## config.mk

```make
export PLATFORM = sky130hd
export DESIGN_NAME = gpio_irq_router
export DESIGN_NICKNAME = d
export VERILOG_FILES = /design/src/rtl/gpio_irq_pkg.sv /design/src/rtl/gpio_irq_regs.sv /design/src/rtl/gpio_line_detect.sv /design/src/rtl/gpio_irq_route.sv /design/src/rtl/gpio_irq_router.sv
export SDC_FILE = /design/constraint.sdc
export NUM_CORES = 1
export LEC_CHECK = 0
export ABC_AREA = 1
export BUFFER_PORTS_ARGS = -buffer_cell sky130_fd_sc_hd__buf_2
export CORE_AREA = 2 2 181 254
export DETAILED_ROUTE_END_ITERATION = 10
export DIE_AREA = 0 0 183 256
export GPL_TIMING_DRIVEN = 0
export MAX_ROUTING_LAYER = met4
export PLACE_DENSITY = 0.79
export SETUP_SLACK_MARGIN = 0.2
export SLEW_MARGIN = 20
export SYNTH_ARGS = -nofsm -noshare
export SYNTH_HDL_FRONTEND = slang
export SYNTH_HIERARCHICAL = 1
export SYNTH_SLANG_ARGS = --single-unit
```

## constraint.sdc

```tcl
create_clock -name clk -period 2.3 [get_ports clk]
set_input_delay 0.46 -clock clk [delete_from_list [all_inputs] [get_ports clk]]
set_output_delay 0.46 -clock clk [all_outputs]
set_load 0.05 [all_outputs]
```

## src/rtl/gpio_irq_pkg.sv

```systemverilog
package gpio_irq_pkg;

    typedef enum logic [1:0] {
        BUS_IDLE  = 2'd0,
        BUS_SETUP = 2'd1,
        BUS_DONE  = 2'd2
    } bus_state_e;

    // Word indices (byte address / 4)
    localparam int W_INPUT = 0;
    localparam int W_DRIVE = 1;
    localparam int W_DIR   = 2;
    localparam int W_EN    = 3;
    localparam int W_POL   = 4;
    localparam int W_EDGE  = 5;
    localparam int W_ROUTE = 8;

    localparam int ROUTE_W     = 8;
    localparam int ROUTE_OFF   = 7;
    localparam logic [ROUTE_W-1:0] ROUTE_RESET = 8'h80;

endpackage

```

## src/rtl/gpio_irq_regs.sv

```systemverilog
module gpio_irq_regs
    import gpio_irq_pkg::*;
#(
    parameter int NL     = 32,
    parameter int ADDR_W = 8
) (
    input  logic                      clk,
    input  logic                      rst_n,
    input  logic                      psel,
    input  logic                      penable,
    input  logic                      pwrite,
    input  logic [ADDR_W-1:0]         paddr,
    input  logic [31:0]               pwdata,
    output logic [31:0]               prdata,
    input  logic [NL-1:0]             in_sync,
    output logic [NL-1:0]             drive_q,
    output logic [NL-1:0]             dir_q,
    output logic [NL-1:0]             en_q,
    output logic [NL-1:0]             pol_q,
    output logic [NL-1:0]             edge_q,
    output logic [NL-1:0][ROUTE_W-1:0] route_q,
    output logic                      wr_en
);

    localparam int WORD_W = ADDR_W - 2;
    localparam int NMAPW  = (NL + 3) / 4;

    bus_state_e        state_q, state_d;
    logic [WORD_W-1:0] word;
    logic              aligned;
    int                widx;

    assign word    = paddr[ADDR_W-1:2];
    assign aligned = (paddr[1:0] == 2'b00);
    assign widx    = int'(word);

    function automatic logic [31:0] widen(input logic [NL-1:0] v);
        logic [31:0] r;
        r = '0;
        r[NL-1:0] = v;
        return r;
    endfunction

    // State register
    always_ff @(posedge clk or negedge rst_n) begin
        if (!rst_n) begin
            state_q <= BUS_IDLE;
        end else begin
            state_q <= state_d;
        end
    end

    // Next-state logic
    always_comb begin
        state_d = BUS_IDLE;
        unique case (state_q)
            BUS_IDLE, BUS_DONE: begin
                if (psel && !penable) state_d = BUS_SETUP;
                else                  state_d = BUS_IDLE;
            end
            BUS_SETUP: begin
                if (psel && penable)  state_d = BUS_DONE;
                else if (psel)        state_d = BUS_SETUP;
                else                  state_d = BUS_IDLE;
            end
            default: state_d = BUS_IDLE;
        endcase
    end

    // Output process: write strobe only on the setup-to-done transition
    always_comb begin
        wr_en = 1'b0;
        unique case (state_q)
            BUS_SETUP: wr_en = psel && penable && pwrite && aligned;
            BUS_IDLE, BUS_DONE: wr_en = 1'b0;
            default: wr_en = 1'b0;
        endcase
    end

    // Per-line control registers
    always_ff @(posedge clk or negedge rst_n) begin
        if (!rst_n) begin
            drive_q <= '0;
            dir_q   <= '0;
            en_q    <= '0;
            pol_q   <= '0;
            edge_q  <= '0;
        end else if (wr_en) begin
            case (widx)
                W_DRIVE: drive_q <= pwdata[NL-1:0];
                W_DIR:   dir_q   <= pwdata[NL-1:0];
                W_EN:    en_q    <= pwdata[NL-1:0];
                W_POL:   pol_q   <= pwdata[NL-1:0];
                W_EDGE:  edge_q  <= pwdata[NL-1:0];
                default: ;
            endcase
        end
    end

    // Routing bytes, four lines per word
    generate
        for (genvar i = 0; i < NL; i++) begin : g_route
            localparam int RW = W_ROUTE + i / 4;
            localparam int RB = 8 * (i % 4);
            always_ff @(posedge clk or negedge rst_n) begin
                if (!rst_n) begin
                    route_q[i] <= ROUTE_RESET;
                end else if (wr_en && widx == RW) begin
                    route_q[i] <= pwdata[RB +: ROUTE_W];
                end
            end
        end
    endgenerate

    // Read decode
    always_comb begin
        prdata = '0;
        if (aligned) begin
            case (widx)
                W_INPUT: prdata = widen(in_sync);
                W_DRIVE: prdata = widen(drive_q);
                W_DIR:   prdata = widen(dir_q);
                W_EN:    prdata = widen(en_q);
                W_POL:   prdata = widen(pol_q);
                W_EDGE:  prdata = widen(edge_q);
                default: begin
                    if (widx >= W_ROUTE && widx < W_ROUTE + NMAPW) begin
                        for (int i = 0; i < NL; i++) begin
                            if (widx == W_ROUTE + i / 4) begin
                                prdata[8*(i%4) +: ROUTE_W] = route_q[i];
                            end
                        end
                    end
                end
            endcase
        end
    end

endmodule

```

## src/rtl/gpio_line_detect.sv

```systemverilog
module gpio_line_detect #(
    parameter int NL = 32
) (
    input  logic          clk,
    input  logic          rst_n,
    input  logic [NL-1:0] pin_in,
    input  logic [NL-1:0] en_q,
    input  logic [NL-1:0] pol_q,
    input  logic [NL-1:0] edge_q,
    output logic [NL-1:0] in_sync,
    output logic [NL-1:0] event_o
);

    generate
        for (genvar i = 0; i < NL; i++) begin : g_line
            logic meta_q, sync_q, prev_q;
            logic rise, fall, level_hit, edge_hit;

            always_ff @(posedge clk or negedge rst_n) begin
                if (!rst_n) begin
                    meta_q <= 1'b0;
                    sync_q <= 1'b0;
                    prev_q <= 1'b0;
                end else begin
                    meta_q <= pin_in[i];
                    sync_q <= meta_q;
                    prev_q <= sync_q;
                end
            end

            assign rise      = sync_q & ~prev_q;
            assign fall      = ~sync_q & prev_q;
            assign level_hit = pol_q[i] ? sync_q : ~sync_q;
            assign edge_hit  = pol_q[i] ? rise : fall;

            assign in_sync[i] = sync_q;
            assign event_o[i] = en_q[i] & (edge_q[i] ? edge_hit : level_hit);
        end
    endgenerate

endmodule

```

## src/rtl/gpio_irq_route.sv

```systemverilog
module gpio_irq_route
    import gpio_irq_pkg::*;
#(
    parameter int NL   = 32,
    parameter int NIRQ = 4
) (
    input  logic                       clk,
    input  logic                       rst_n,
    input  logic [NL-1:0]              event_i,
    input  logic [NL-1:0][ROUTE_W-1:0] route_q,
    output logic [NIRQ-1:0]            irq_out
);

    localparam int IDX_W = ROUTE_W - 1;

    logic [NIRQ-1:0] irq_d, irq_q;

    generate
        for (genvar j = 0; j < NIRQ; j++) begin : g_wire
            always_comb begin
                irq_d[j] = 1'b0;
                for (int i = 0; i < NL; i++) begin
                    if (!route_q[i][ROUTE_OFF] &&
                        route_q[i][IDX_W-1:0] == IDX_W'(j) &&
                        event_i[i]) begin
                        irq_d[j] = 1'b1;
                    end
                end
            end
        end
    endgenerate

    always_ff @(posedge clk or negedge rst_n) begin
        if (!rst_n) irq_q <= '0;
        else        irq_q <= irq_d;
    end

    assign irq_out = irq_q;

endmodule

```

## src/rtl/gpio_irq_router.sv

```systemverilog
module gpio_irq_router
    import gpio_irq_pkg::*;
#(
    parameter int NL     = 32,
    parameter int NIRQ   = 4,
    parameter int ADDR_W = 8
) (
    input  logic              clk,
    input  logic              rst_n,
    input  logic              psel,
    input  logic              penable,
    input  logic              pwrite,
    input  logic [ADDR_W-1:0] paddr,
    input  logic [31:0]       pwdata,
    output logic [31:0]       prdata,
    input  logic [NL-1:0]     pin_in,
    output logic [NL-1:0]     pin_out,
    output logic [NL-1:0]     pin_oe,
    output logic [NIRQ-1:0]   irq_out
);

    logic [NL-1:0]              in_sync;
    logic [NL-1:0]              drive_q, dir_q, en_q, pol_q, edge_q;
    logic [NL-1:0][ROUTE_W-1:0] route_q;
    logic [NL-1:0]              line_event;
    logic                       wr_en;

    gpio_irq_regs #(.NL(NL), .ADDR_W(ADDR_W)) u_regs (
        .clk     (clk),
        .rst_n   (rst_n),
        .psel    (psel),
        .penable (penable),
        .pwrite  (pwrite),
        .paddr   (paddr),
        .pwdata  (pwdata),
        .prdata  (prdata),
        .in_sync (in_sync),
        .drive_q (drive_q),
        .dir_q   (dir_q),
        .en_q    (en_q),
        .pol_q   (pol_q),
        .edge_q  (edge_q),
        .route_q (route_q),
        .wr_en   (wr_en)
    );

    gpio_line_detect #(.NL(NL)) u_detect (
        .clk     (clk),
        .rst_n   (rst_n),
        .pin_in  (pin_in),
        .en_q    (en_q),
        .pol_q   (pol_q),
        .edge_q  (edge_q),
        .in_sync (in_sync),
        .event_o (line_event)
    );

    gpio_irq_route #(.NL(NL), .NIRQ(NIRQ)) u_route (
        .clk     (clk),
        .rst_n   (rst_n),
        .event_i (line_event),
        .route_q (route_q),
        .irq_out (irq_out)
    );

    assign pin_out = drive_q;
    assign pin_oe  = dir_q;

endmodule

```

## Word level (Yosys, flattened, before mapping)

Cells that the tools add are included.

- Bits in registers: 518
- Bits of input ports: 77

- Equality and inequality tests: 111
- Muxes and demuxes: 264
- Order comparisons: 2
- Reduce and logical (&&, ||, !) cells: 343
- Bitwise operators: 160

Operators with widths:

| operator | number |
|---|---|
| $eq A7 B2 Y1 const B | 64 |
| $logic_and A1 B1 Y1 | 269 |
| $mux W8 | 32 |
| $mux W1 | 227 |
| $eq A7 B1 Y1 const B | 32 |
| $logic_not A7 Y1 | 32 |
| $pmux W32 S6 | 1 |
| $and A1 B1 Y1 | 96 |
| $mux W32 | 2 |
| $not A1 Y1 | 64 |
| $eq A6 B5 Y1 const B | 8 |
| $logic_not A1 Y1 | 33 |
| $logic_not A32 Y1 | 1 |
| $eq A6 B2 Y1 const B | 2 |
| $eq A6 B3 Y1 const B | 2 |
| $reduce_and A2 Y1 | 5 |
| $eq A6 B1 Y1 const B | 1 |
| $ge A6 B4 Y1 const B | 1 |
| $lt A6 B5 Y1 const B | 1 |
| $logic_not A2 Y1 | 2 |
| $pmux W2 S2 | 1 |
| $eq A2 B1 Y1 const B | 1 |
| $eq A2 B2 Y1 const B | 1 |
| $mux W2 | 1 |
| $reduce_or A2 Y1 | 1 |

## Depth between registers and ports, before layout

Gate-level depths: netlist of the first run.

- Word-level depth: 38
- Depth in mapped cells: 12
- Depth with buffers taken out: 12

## Hierarchy

The synthesis of the first run kept the hierarchy.

By module, submodules not included:

| module | area each (um^2) | cells an instance | times used | seq. area each (um^2) |
|---|---|---|---|---|
| gpio_irq_regs | 19,376.1 | 2,392 | 1 | 10,500.1 |
| gpio_line_detect | 3,803.6 | 384 | 1 | 2,402.3 |
| gpio_irq_route | 3,334.4 | 703 | 1 | 100.1 |

## Worst setup path before layout of the first run

Ideal clock, no wire load.

- Path kind: in2out
- Start: in paddr[3]
- End: out prdata[10]
- Arrival: 2.292 ns
- Stages on the path: 10
- Path slack: -0.452 ns
- Path through: buf_2 -> nor2_4 -> nand2_2 -> nor2_4 -> nor2_1 -> nand2_1 -> inv_2 -> buf_2 -> buf_2 -> a21oi_1

- Longest elaborated chain between the ends: 12
- Elaborated cells on any way between the ends: 28

Ends and longest elaborated chain:

| what | RTL line | source |
|---|---|---|
| start, declared | gpio_irq_router.sv:13 | `input logic [ADDR_W-1:0] paddr,` |
| $eq A6 B5 Y1 | gpio_irq_regs.sv:129 | `if (widx == W_ROUTE + i / 4) begin` |
| $mux W8 (8 in series) | gpio_irq_regs.sv:129 |  |
| $mux W32 | gpio_irq_regs.sv:127 | `if (widx >= W_ROUTE && widx < W_ROUTE + NMAPW) begin` |
| $pmux W32 S6 (*) | gpio_irq_regs.sv:119 | `case (widx)` |
| $mux W32 (*) | gpio_irq_regs.sv:118 | `if (aligned) begin` |
| end, declared | gpio_irq_router.sv:15 | `output logic [31:0] prdata,` |

Mark *: on every way between the ends. The rest lies on a longest branch, timed or not.

## Worst setup path in the final report of the first run

- Start: in paddr[3]
- End: out prdata[11]

The elaborated chain is that of the path after synthesis.

==> flow_summary.yaml, run 1 <==
outcome:
  status: "complete, but fails checks"
  violations: "negative setup slack"
setup_path:
  regToRegEndpoint: "u_regs/en_q[5]"
  path_class: "input port to primary output"
  crit_arrival_ns: 2.33
  cp_max_fo: 10
  reg2reg_slack_ns: 0.23
  worstSetupEndpoint: "prdata[11]"
  reg2reg_from: "u_regs/state_q[1]"
  reg2regPathDepth: 7
  worstSetupStartpoint: "paddr[3]"
  required_ns: 1.84
  start_kind: "input port"
  endpoint_kind: "primary output"
floorplan:
  die_y_um: 256
  die_x_um: 183
  core_area_mm2: 0.0447
  ios: 177
  placement_rows: 92
  die-area_mm2: 0.0468
  initial_core_util_pct: 59.4
global_route:
  grt_util_all_layers_pct: 39.8
  grt_max_degree: 105
  grt_pass1_wl_mm: 138
  grt-ovfl-total: 0
  antenna_found_initial: 3
  grt_pass1_vias: 24879
sta:
  fmax_ghz: 0.359
  setup_slack_ns: -0.487
  finClkSkew_ns: 0.0187
  max-slew-margin-rel_pct: 39.3
  setup_viol_count_final: 32
  post-route-period-util_pct: 121
  fin_crit_ns: 2.79
  tightest_slew_ns: 0.911
  finalHoldViolCount: 0
  rsz0062_at_grt: "yes"
  slew_violations: 0
drt:
  highest_layer: "met4"
  wirelength_met1_mm: 31.3
  drc: 0
  routed_wl_mm: 91.9
  num_vias: 25515
  wl_per_cell_um: 21.0
  ant_nets: 0
  wl_met2_mm: 43.4
  vias_per_cell: 5.82
  drtIter0Drc: 2417
  drt_first_pass_iters: 6
  wl_met3_mm: 7.79
job:
  maxCapViolations: 0
cts:
  path_clk_slew_ns: 0.06
  numCtsBuffers: 49
  cts_buffer_depth: 3
  htree_levels: 2
  cts_tree: "built"
  clockRootBuffer: "clkbuf_16"
  clkSinkCount: 518
  clk_latency_ns: 0.59
yosys:
  syn_avg_cell_area_um2: 7.62
  synth_edf_count: 0
  synth_ff_type: "dfrtp_1"
  async_flop_share_pct: 100
  synth_cells: 3479
  syn_nets: 3556
  ys_seq_area_share_pct: 49.0
  synth_cell_types: 31
  yosysWarnings: 6
  ys_ff_latch: 518
  synth_area_mm2: 0.0265
layout:
  fin_area_mm2: 0.0322
  drive_gt1_share_pct: 20.9
  final_cell_mix: "937 x nand2_1, 486 x dfrtp_1, 408 x inv_1"
  nFillCells: 3450
  final_common_cell: "nand2_1"
  nNetsFinal: 3854
  area_growth_pct: 21.6
power_and_ir_drop:
  totalPowerFinal_uw: 19300
  powerDensity_mw_per_mm2: 597
  p_leak_uw: 0.0150
  ir_worst_vdd_mv: 0.674
hold_path:
  min-delay-start: "penable"
  hold_class: "input port to flip-flop"
placed_design:
  place.port_buffers: 174
  gp_congestion: 1.04
  postPlaceCellArea_mm2: 0.0287
  hpwl_mm: 65.7
## logic make-up (layout without fill, tap and decap cells)
logic type | after synthesis | in the layout | synth area share (%)
AO/OA/AOI/OAI | 630 | 630 | 13.1
buffers and inverters | 645 | 983 | 9.93
other | 0 | 3 | 0
flip-flops | 518 | 518 | 49.0
AND/OR/NAND/NOR | 1686 | 1686 | 27.9
## metal layers
layer	up-vias	GRT usage (%)
li1	11566	-
met1	11909	43.8
met2	1463	63.7
met3	577	7.13
met4	0	31.3
met5	-	-
## synth_stat cells, types with 16 or more instances
| cell type | n | area share, % |
|---|---|---|
| dfstp_2 | 32 | 3.2 |
| a21oi_2 | 32 | 1.1 |
| a22oi_1 | 30 | 0.85 |
| o21ai_0 | 387 | 7.3 |
| inv_2 | 20 | 0.28 |
| nor2_2 | 48 | 1.1 |
| nand2_1 | 1005 | 14 |
| nor2_1 | 308 | 4.4 |
| or2_0 | 29 | 0.68 |
| nand3b_1 | 56 | 1.6 |
| buf_4 | 37 | 1.0 |
| buf_2 | 52 | 0.98 |
| o2111ai_1 | 31 | 1.0 |
| nand4_1 | 36 | 0.85 |
| nand3_1 | 135 | 2.5 |
| or2_2 | 33 | 0.78 |
| a21oi_1 | 90 | 1.7 |
| dfrtp_1 | 486 | 46 |
| inv_1 | 415 | 5.9 |
| clkbuf_1 | 119 | 1.7 |
| nor3_4 | 16 | 0.98 |
| o21ai_1 | 58 | 1.1 |
## cell type report
cell class              instances  area (µm²)  share of cell area (%)
well taps                     564         706                    2.19
inverters                     435        1650                    5.13
plain buffers                 210        1370                    4.24
flip-flops and latches        518       13000                    40.3
multi-input cells            2316       11700                    36.3
repair buffers                247        2060                    6.39
clock buffers                  76        1490                    4.62
diodes                          3        7.51                  0.0233
clock inverters                15         233                   0.722
## worst min path at each step
stage / to / slack [ns] / cells after the start
after global routing: u_regs/state_q[0] / 0.05 / 2
after detailed placement: u_detect/g_line[14].sync_q / 0.33 / 0
after global placement: u_detect/g_line[22].sync_q / 0.33 / 0
after floorplan: u_detect/g_line[0].meta_q / 0.16 / 0
after CTS: u_regs/state_q[0] / 0.04 / 2
final: u_regs/state_q[0] / 0.06 / 2
## metrics by stage
stage	utilization (%)	setup WS, ns	hold WS, ns	TNS, ns	cells
2_1_floorplan	-	0.0161	0.164	0	3479
3_3_place_gp	64.0	-9.78	0.332	-5073.20	4217
3_5_place_dp	64.3	-0.750	0.335	-157.35	4222
4_1_cts	70.6	-0.351	0.0448	-9.71	4364
5_1_grt	72.2	-0.457	0.0507	-12.22	4384
6_report	72.2	-0.487	0.0611	-11.70	4384
## registers in the layout (all words and copies together) (netlist names)
signal and count:
u_regs/drive_q 32, u_regs/dir_q 32, u_regs/en_q 32, u_route/irq_out 4, u_regs/pol_q 32, u_detect/g_line.sync_q 32
u_regs/edge_q 32, u_regs/route_q 256, u_detect/g_line.meta_q 32, u_regs/state_q 2, u_detect/g_line.prev_q 32
## critical path, stage by stage
cell and delay [ns]:
buf_6 0.14, nand2_1 0.09, inv_2 0.16, nand4_1 0.20
buf_4 0.25, buf_2 0.20, nand2_1 0.09, inv_1 0.05
nand4_1 0.18, nand2_2 0.11, a21oi_4 0.19, buf_6 0.18
## power by group
group	internal, µW	leakage (µW)	total [µW]	switching (µW)
Clock	5130	0.000851	8740	3610
Combinational	379	0.00722	1190	808
Sequential	9230	0.00689	9330	94.6
## repair_timing
action                     CTS  global route
hold endpoints to repair    79             0
gates cloned                 4             3
pin swaps                   45            69
hold buffers                33             0
buffers inserted            14            14
setup endpoints to repair  143           190
gates resized for setup    199           215
(Power assumes the default switching activity.)
==> run 2: changes to the inputs <==
- CELL_PAD_IN_SITES_DETAIL_PLACEMENT: default -> 1
- CELL_PAD_IN_SITES_GLOBAL_PLACEMENT: default -> 2
- CORE_AREA: 2 2 181 254 -> 2 2 233 327
- DIE_AREA: 0 0 183 256 -> 0 0 235 329
- PLACE_DENSITY: 0.79 -> default
- PLACE_DENSITY_LB_ADDON: default -> 0.1
==> run 2 against run 1 <==
Net effect: the flow still finishes with violations (negative setup slack); total power increased by 4.7%; maximum frequency increased by 2.6%; clock-buffer cell count increased by 2; cell count increased by 9.5%; critical path depth increased by 1; design area increased by 3.7%; setup slack improved by 0.072 ns; sequential share of layout area decreased by 1.4 points; combinational power increased by 5%; hold slack improved by 0.058 ns; core utilization decreased by 27 points; largest cell class unchanged; largest power group is now clock; highest routed layer unchanged.
==> flow_summary.yaml, run 2 (synthesized netlist as in run 1, its figures left out) <==
setup_path:
  regToRegEndpoint: "u_route/irq_out[2]"
  worstSetupEndpoint: "prdata[17]"
  start_kind: "input port"
  cp_max_fo: 8
  crit_arrival_ns: 2.26
  worstSetupStartpoint: "paddr[7]"
  path_class: "input port to primary output"
  reg2reg_from: "u_regs/pol_q[8]"
  reg2reg_slack_ns: 0.26
  reg2regPathDepth: 11
  required_ns: 1.84
  endpoint_kind: "primary output"
sta:
  rsz0062_at_grt: "yes"
  fin_crit_ns: 2.72
  finalHoldViolCount: 0
  tightest_slew_ns: 0.958
  setup_slack_ns: -0.416
  setup_viol_count_final: 32
  slew_violations: 0
  max-slew-margin-rel_pct: 36.1
  fin_tns_setup_ns: -11.47
  finClkSkew_ns: 0.0232
  fmax_ghz: 0.368
  post-route-period-util_pct: 118
global_route:
  grt_pass1_wl_mm: 168
  grt_util_all_layers_pct: 29.9
  grt_max_degree: 97
  grt-ovfl-total: 0
  grt_pass1_vias: 26836
  antenna_found_initial: 1
drt:
  num_vias: 24512
  drc: 0
  vias_per_cell: 5.10
  ant_nets: 0
  drt_first_pass_iters: 5
  routed_wl_mm: 113
  wl_per_cell_um: 23.5
  drtIter0Drc: 1298
layout:
  nNetsFinal: 3866
  area_growth_pct: 26.1
  final_cell_mix: "922 x nand2_1, 486 x dfrtp_1, 403 x inv_1"
  largest_reg_flops: 256
  fin_area_mm2: 0.0334
  utilization_pct: 44.8
  drive_gt1_share_pct: 22.9
  largest_register: "u_regs/route_q"
  final_common_cell: "nand2_1"
  nFillCells: 8982
  fin_cells: 4802
floorplan:
  die_x_um: 235
  placement_rows: 119
  core_area_mm2: 0.0746
  ios: 177
  die-area_mm2: 0.0773
  die_y_um: 329
  initial_core_util_pct: 35.5
power_and_ir_drop:
  ir_worst_vdd_mv: 0.527
  p_clk_share_pct: 47.5
  p_switching_uw: 5010
  pwr-share-comb_pct: 6.2
  powerDensity_mw_per_mm2: 603
  p_int_uw: 15200
  seq_power_share_pct: 46.3
  p_leak_uw: 0.0152
  totalPowerFinal_uw: 20200
  swShare_pct: 24.8
hold_path:
  hold_class: "input port to flip-flop"
  min-delay-start: "pwdata[17]"
cts:
  clk_latency_ns: 0.65
  numCtsBuffers: 56
  cts_buffer_depth: 3
  path_clk_slew_ns: 0.06
  clockRootBuffer: "clkbuf_16"
  htree_levels: 2
  clkSinkCount: 518
  cts_tree: "built"
placed_design:
  gp_congestion: 0.906
  postPlaceCellArea_mm2: 0.0292
  hpwl_mm: 88.0
  placedCellCount: 4627
  place.port_buffers: 174
outcome:
  violations: "negative setup slack"
  status: "complete, but fails checks"
job:
  maxCapViolations: 0
-- run 2: worst min path at each step --
stage	end	slack, ns	cells after the start
6_report	u_regs/dir_q[17]	0.12	3
3_3_place_gp	u_detect/g_line[21].sync_q	0.33	0
3_5_place_dp	u_detect/g_line[20].sync_q	0.34	0
2_1_floorplan	u_detect/g_line[0].meta_q	0.16	0
5_1_grt	u_regs/state_q[1]	0.12	3
4_1_cts	u_regs/state_q[1]	0.05	3
-- run 2: cell type report --
class | count | area, µm² | share of cell area (%)
antenna | 1 | 2.50 | 0.00748
multi-input combinational | 2316 | 12000 | 35.9
sequential | 518 | 13000 | 38.9
tap | 968 | 1210 | 3.62
buffer | 210 | 1480 | 4.42
clock inverter | 24 | 262 | 0.782
clock buffer | 78 | 1650 | 4.92
timing repair buffer | 252 | 2180 | 6.51
inverter | 435 | 1650 | 4.93
-- run 2: metal layers --
| layer | GRT usage [%] | part of all wire (%) | up-vias |
|---|---|---|---|
| li1 | - | - | 11535 |
| met1 | 32.8 | 39 | 12267 |
| met2 | 54.5 | 53 | 476 |
| met3 | 3.35 | 3.0 | 234 |
| met4 | 13.5 | 5.3 | 0 |
| met5 | - | 0 | - |
-- run 2: metrics by stage --
stage	hold slack, ns	setup slack [ns]
after floorplan	0.164	0.0161
after detailed placement	0.336	-1.08
after global routing	0.121	-0.465
final	0.119	-0.416
after global placement	0.332	-10.33
after CTS	0.0476	-0.409
-- run 2: critical path, cell delays in order --
cell      delay [ns]
buf_8           0.11
nor2_4          0.19
buf_8           0.18
nand4_1         0.16
clkinv_4        0.18
buf_8           0.15
nand2_1         0.05
nand2_1         0.07
inv_1           0.05
nand4_1         0.16
nand2_2         0.12
a21oi_4         0.20
buf_6           0.19
-- run 2: repair_timing --
action | in CTS | in global routing
endpoints found under the hold margin | 78 | 0
cloned | 5 | 2
resized for setup | 361 | 140
setup endpoints to repair | 417 | 336
buffers inserted | 21 | 10
hold buffers | 34 | 0
pin swaps | 50 | 86
-- run 2: power groups by stage --
stage	sequential (µW)	clock, µW	combinational (µW)
2_1_floorplan	9480	0	467
3_3_place_gp	9490	0	1000
3_5_place_dp	9500	0	1070
4_1_cts	9330	9810	1230
5_1_grt	9340	10100	1350
6_report	9330	9580	1250
